==> src/rtl/rx_irq_moderator.sv <==
module rx_irq_moderator #(
  parameter int TW = 16,
  parameter int LW = 14,
  parameter int PW = 8
) (
  input  logic          clk,
  input  logic          rst_n,
  input  logic          pkt_done,
  input  logic [LW-1:0] pkt_len,
  input  logic          crc_stripped,
  input  logic          vlan_stripped,
  input  logic [PW-1:0] tick_div,
  input  logic [TW-1:0] abs_limit,
  input  logic [TW-1:0] gap_limit,
  input  logic [LW-1:0] small_size,
  output logic          irq,
  output logic          cause_timer,
  output logic          cause_small
);
  localparam logic [LW:0] TAG = (LW+1)'(4);
  localparam logic [TW-1:0] ONE = TW'(1);

  logic [PW-1:0] presc;
  logic [TW-1:0] abs_cnt, gap_cnt;
  logic          abs_run, gap_run;
  logic          tick, expire, idle, start, small_hit;
  logic [LW:0]   strip_len, raw_len, eff_len;

  assign tick = (presc == tick_div);
  assign expire = tick && ((abs_run && abs_cnt == ONE) || (gap_run && gap_cnt == ONE));
  assign idle = expire || !(abs_run || gap_run);
  assign start = pkt_done && idle;

  assign raw_len = {1'b0, pkt_len};
  assign strip_len = (crc_stripped ? TAG : '0) + (vlan_stripped ? TAG : '0);
  assign eff_len = (raw_len > strip_len) ? raw_len - strip_len : '0;
  assign small_hit = pkt_done && (small_size != '0) && (eff_len <= {1'b0, small_size});

  always_ff @(posedge clk) begin
    if (!rst_n) begin
      presc <= '0;
      abs_cnt <= '0;
      gap_cnt <= '0;
      abs_run <= 1'b0;
      gap_run <= 1'b0;
      irq <= 1'b0;
      cause_timer <= 1'b0;
      cause_small <= 1'b0;
    end else begin
      presc <= tick ? '0 : presc + 1'b1;
      irq <= expire || small_hit;
      cause_timer <= expire;
      cause_small <= small_hit;

      if (start) begin
        abs_run <= (abs_limit != '0);
        abs_cnt <= abs_limit;
      end else if (expire) begin
        abs_run <= 1'b0;
      end else if (tick && abs_run) begin
        abs_cnt <= abs_cnt - ONE;
      end

      if (pkt_done) begin
        gap_run <= (gap_limit != '0);
        gap_cnt <= gap_limit;
      end else if (expire) begin
        gap_run <= 1'b0;
      end else if (tick && gap_run) begin
        gap_cnt <= gap_cnt - ONE;
      end
    end
  end
endmodule


==> config.mk <==
export PLATFORM = sky130hd
export DESIGN_NAME = rx_irq_moderator
export DESIGN_NICKNAME = d
export VERILOG_FILES = /design/src/rtl/rx_irq_moderator.sv
export SDC_FILE = /design/constraint.sdc
export NUM_CORES = 1
export LEC_CHECK = 0
export BUFFER_PORTS_ARGS = -buffer_cell sky130_fd_sc_hd__buf_2
export CAP_MARGIN = 20
export CORE_MARGIN = 5
export CORE_UTILIZATION = 37
export DETAILED_ROUTE_END_ITERATION = 8
export MAX_ROUTING_LAYER = met4
export PLACE_DENSITY_LB_ADDON = 0.25
export SYNTH_ARGS = -nofsm -noshare
export SYNTH_HDL_FRONTEND = slang
export SYNTH_SLANG_ARGS = --single-unit
==> constraint.sdc <==
create_clock -name clk -period 6.49 [get_ports clk]
set_input_delay 0.3245 -clock clk [delete_from_list [all_inputs] [get_ports clk]]
set_output_delay 0.3245 -clock clk [all_outputs]
set_load 0.05 [all_outputs]
==> flow_metrics.env <==
export IMPL_report_final_slew_viol_count=0
export IMPL_floorplan_die_area_um2=11000
export IMPL_final_setup_tns_ps=0
export IMPL_power_density_cell_area_nw_per_um2=171
export IMPL_post_cts_repair_setup_buffers=0
export IMPL_final_layout_size_suffix_gt1_frac=0.194
export IMPL_largest_net_degree_at_the_start_of_global_routing=28
export IMPL_synth_edff_count=0
export IMPL_cts_tree="built"
export IMPL_startpoint_type="input pin"
export IMPL_cts_htree_levels=2
export IMPL_postSynthRegisterBits=45
export IMPL_critPathArrivalTime_ps=3770
export IMPL_setup_viol_count_final=0
export IMPL_run_status="finished clean"
export IMPL_timing_critical_path_to_type="flip-flop"
export IMPL_ys_seq_area_frac=0.272
export IMPL_slew_headroom=0.341
export IMPL_tightestPinTransition_ps=986
export IMPL_grt_first_pass_wirelength_um=15200
export IMPL_buffer_ports_inserted=75
export IMPL_synthToLayoutAreaGrowth_pct=15.1
export IMPL_start_util=0.380
export IMPL_final_net_count=575
export IMPL_std_cell_rows=34
export IMPL_synth_avg_cell_area_um2=7.95
export IMPL_clock_path_buffers=2
export IMPL_final_period_minus_worst_setup_slack_ps=3590
export IMPL_post_cts_hold_buffer_count=0
export IMPL_yosys_warnings=0
export IMPL_routabilityCongestion=0.931
export IMPL_critical_path_top_cell_by_count="ha_1"
export IMPL_antenna_found_initial=0
export IMPL_worstSetupPathType="in -> reg"
export IMPL_clock_transition_at_path_regs_ps=80
export IMPL_final_fill_count=920
export IMPL_layout_worst_path_cycle_share=0.554
export IMPL_drt_pass1_iter_count=4
export IMPL_cts_root_buf="clkbuf_8"
export IMPL_critPathSlowestCell="a2111oi_0"
export IMPL_post_synth_instance_area_um2=3320
export IMPL_viasPerCell=5.74
export IMPL_core_area_um2=8720
export IMPL_combined_global_route_utilization_of_all_metal_layers=0.167
export IMPL_worst_ir_drop_vdd_v=0.000105
export IMPL_tritoncts_num_buffers=5
export IMPL_synthesis_nets=513
export IMPL_cts_sink_count=45
export IMPL_grt_setup_unrepaired="no"
export IMPL_report_final_hold_viol_count=0
export IMPL_hold_path_class="in -> reg"
export IMPL_wire_per_inst_um=15.6
export IMPL_fin_worst_hold_slack_ps=287
export IMPL_vertical_die_dimension_um=105
export IMPL_dp_hpwl_um=6970
export IMPL_worst_path_max_fanout=12
export IMPL_clkLatencyLatePin_ps=300
export IMPL_die_width_um=105
export IMPL_number_of_distinct_library_cell_variants_in_the_gate_level_netlist_after_synthesis=62
export IMPL_routed_via_count=3373
export IMPL_required_ps=6670
export IMPL_antenna_left=0
export IMPL_first_global_vias=3301
export IMPL_totalWireLength_um=9200
export IMPL_max_capacitance_violation_total=0
export IMPL_p_leak_nw=1.56
export IMPL_drcViolationCount=0
export IMPL_antenna_cells=0
export IMPL_detailedRoute_firstIterationViolations=177
export IMPL_postSynth_topFlopCell="dfxtp_1"
export IMPL_ys_async_sr_fraction=0
export IMPL_achievable_frequency_mhz=278
export IMPL_postCtsResizedCells=0
export IMPL_critPathMaxStageDelay_ps=680
export IMPL_worst_setup_skew_after_layout_ps=11.0
export IMPL_post_synth_inst_count=417
export IMPL_grt_overflow=0
export IMPL_crit_path_cell_trace="buf_2, ha_1, inv_1, ha_1, a2111oi_0, a41oi_1, nor2_1, nor2b_1, ha_1, and4b_1, a211oi_1, o21ai_0, a21oi_1, o21a_1, or2_2"
export IMPL_num_io_pins=76
==> routing by layer <==
metal,part of all wire,vias up,global-route usage
li1,-,1694,-
met1,0.47,1565,0.224
met2,0.46,105,0.263
met3,0.058,9,0.0345
met4,0.0070,0,0.0356
met5,0,-,-
==> logic make-up after synthesis <==
| kind of cell | share of synthesized area |
|---|---|
| flops | 0.272 |
| buf+inv | 0.0577 |
| xor+xnor | 0.0819 |
| compound gates | 0.206 |
| fa+ha+maj | 0.0891 |
| simple gates | 0.288 |
| mux | 0.00604 |
==> final timing paths <==
check / startpoint / endpoint / slack, ps / cells after the start
max: crc_stripped / irq / 2900 / 15
min reg2reg: abs_cnt[6] / abs_cnt[6] / 490 / 2
min: abs_limit[8] / abs_cnt[8] / 290 / 3
max reg2reg: gap_cnt[8] / abs_cnt[10] / 3550 / 6
==> critical path, delay by kind of cell <==
family / cells / cell delay [ps]
AND/OR/NAND/NOR: 4 / 1160
adder cells (fa/ha/maj): 3 / 780
buffers and inverters: 2 / 200
AO/OA/AOI/OAI: 6 / 1300
==> layout by cell type, fill, tap and decap left out, types with 7 or more instances in the layout <==
cell type  instances
buf_2             75
dfxtp_1           45
nor2_1            36
inv_1             23
nor4_1            23
nand2_1           23
o21ai_0           22
ha_1              22
xor2_1            21
a21oi_1           21
nand3_1           20
nand4_1           19
nor3_1            15
xnor2_1           10
or3_1              7
==> registers in the layout (all words and copies together) (netlist names) <==
register / cells
gap_cnt: 16
cause_small: 1
presc: 8
irq: 1
cause_timer: 1
gap_run: 1
abs_cnt: 16
abs_run: 1
==> cell usage after synthesis (3+ instances only) <==
master	instances	area (um2)
dfxtp_1	45	901
nor2_1	36	135
inv_1	23	86.3
nand2_1	23	86.3
nor4_1	23	144
ha_1	22	275
o21ai_0	22	110
a21oi_1	21	105
xor2_1	21	184
nand3_1	20	100
nand4_1	19	119
nor3_1	15	75.1
clkbuf_1	13	48.8
xnor2_1	10	87.6
or3_1	7	43.8
a31oi_1	6	37.5
or4_1	6	45.0
a211oi_1	5	37.5
nor2b_1	5	31.3
a21o_1	4	30.0
a2bb2oi_1	4	35.0
o311ai_0	4	35.0
or2_2	4	25.0
a22oi_1	3	22.5
and3_1	3	18.8
buf_2	3	15.0
o211ai_1	3	22.5
o311ai_1	3	26.3
==> per-stage QoR <==
step	setup slack, ps	power (W)	instances	cell area (um2)	util
floorplan	3180	0.000428	417	3320	-
global placement	2740	0.000483	580	3730	0.428
detailed placement	2590	0.000487	580	3730	0.428
CTS	2900	0.000660	588	3810	0.437
global route	2540	0.000700	588	3810	0.437
finish	2900	0.000654	588	3810	0.437
==> layout make-up <==
cell class,count,area (um2),area share
Clock inverter,1,7.51,0.00197
Multi-Input combinational cell,328,2230,0.584
Sequential cell,45,901,0.236
Inverter,24,90.1,0.0236
Timing Repair Buffer,75,375,0.0984
Tap cell,108,135,0.0354
Clock buffer,7,76.3,0.0200
==> power by group <==
group / switching [W] / internal (W) / total (W)
registers: 0.0000185 / 0.000293 / 0.000312
clock network: 0.0000952 / 0.0000763 / 0.000172
logic: 0.0000985 / 0.0000720 / 0.000171
total: 0.000212 / 0.000441 / 0.000654
Note: power is estimated with default switching activity, not from simulation.
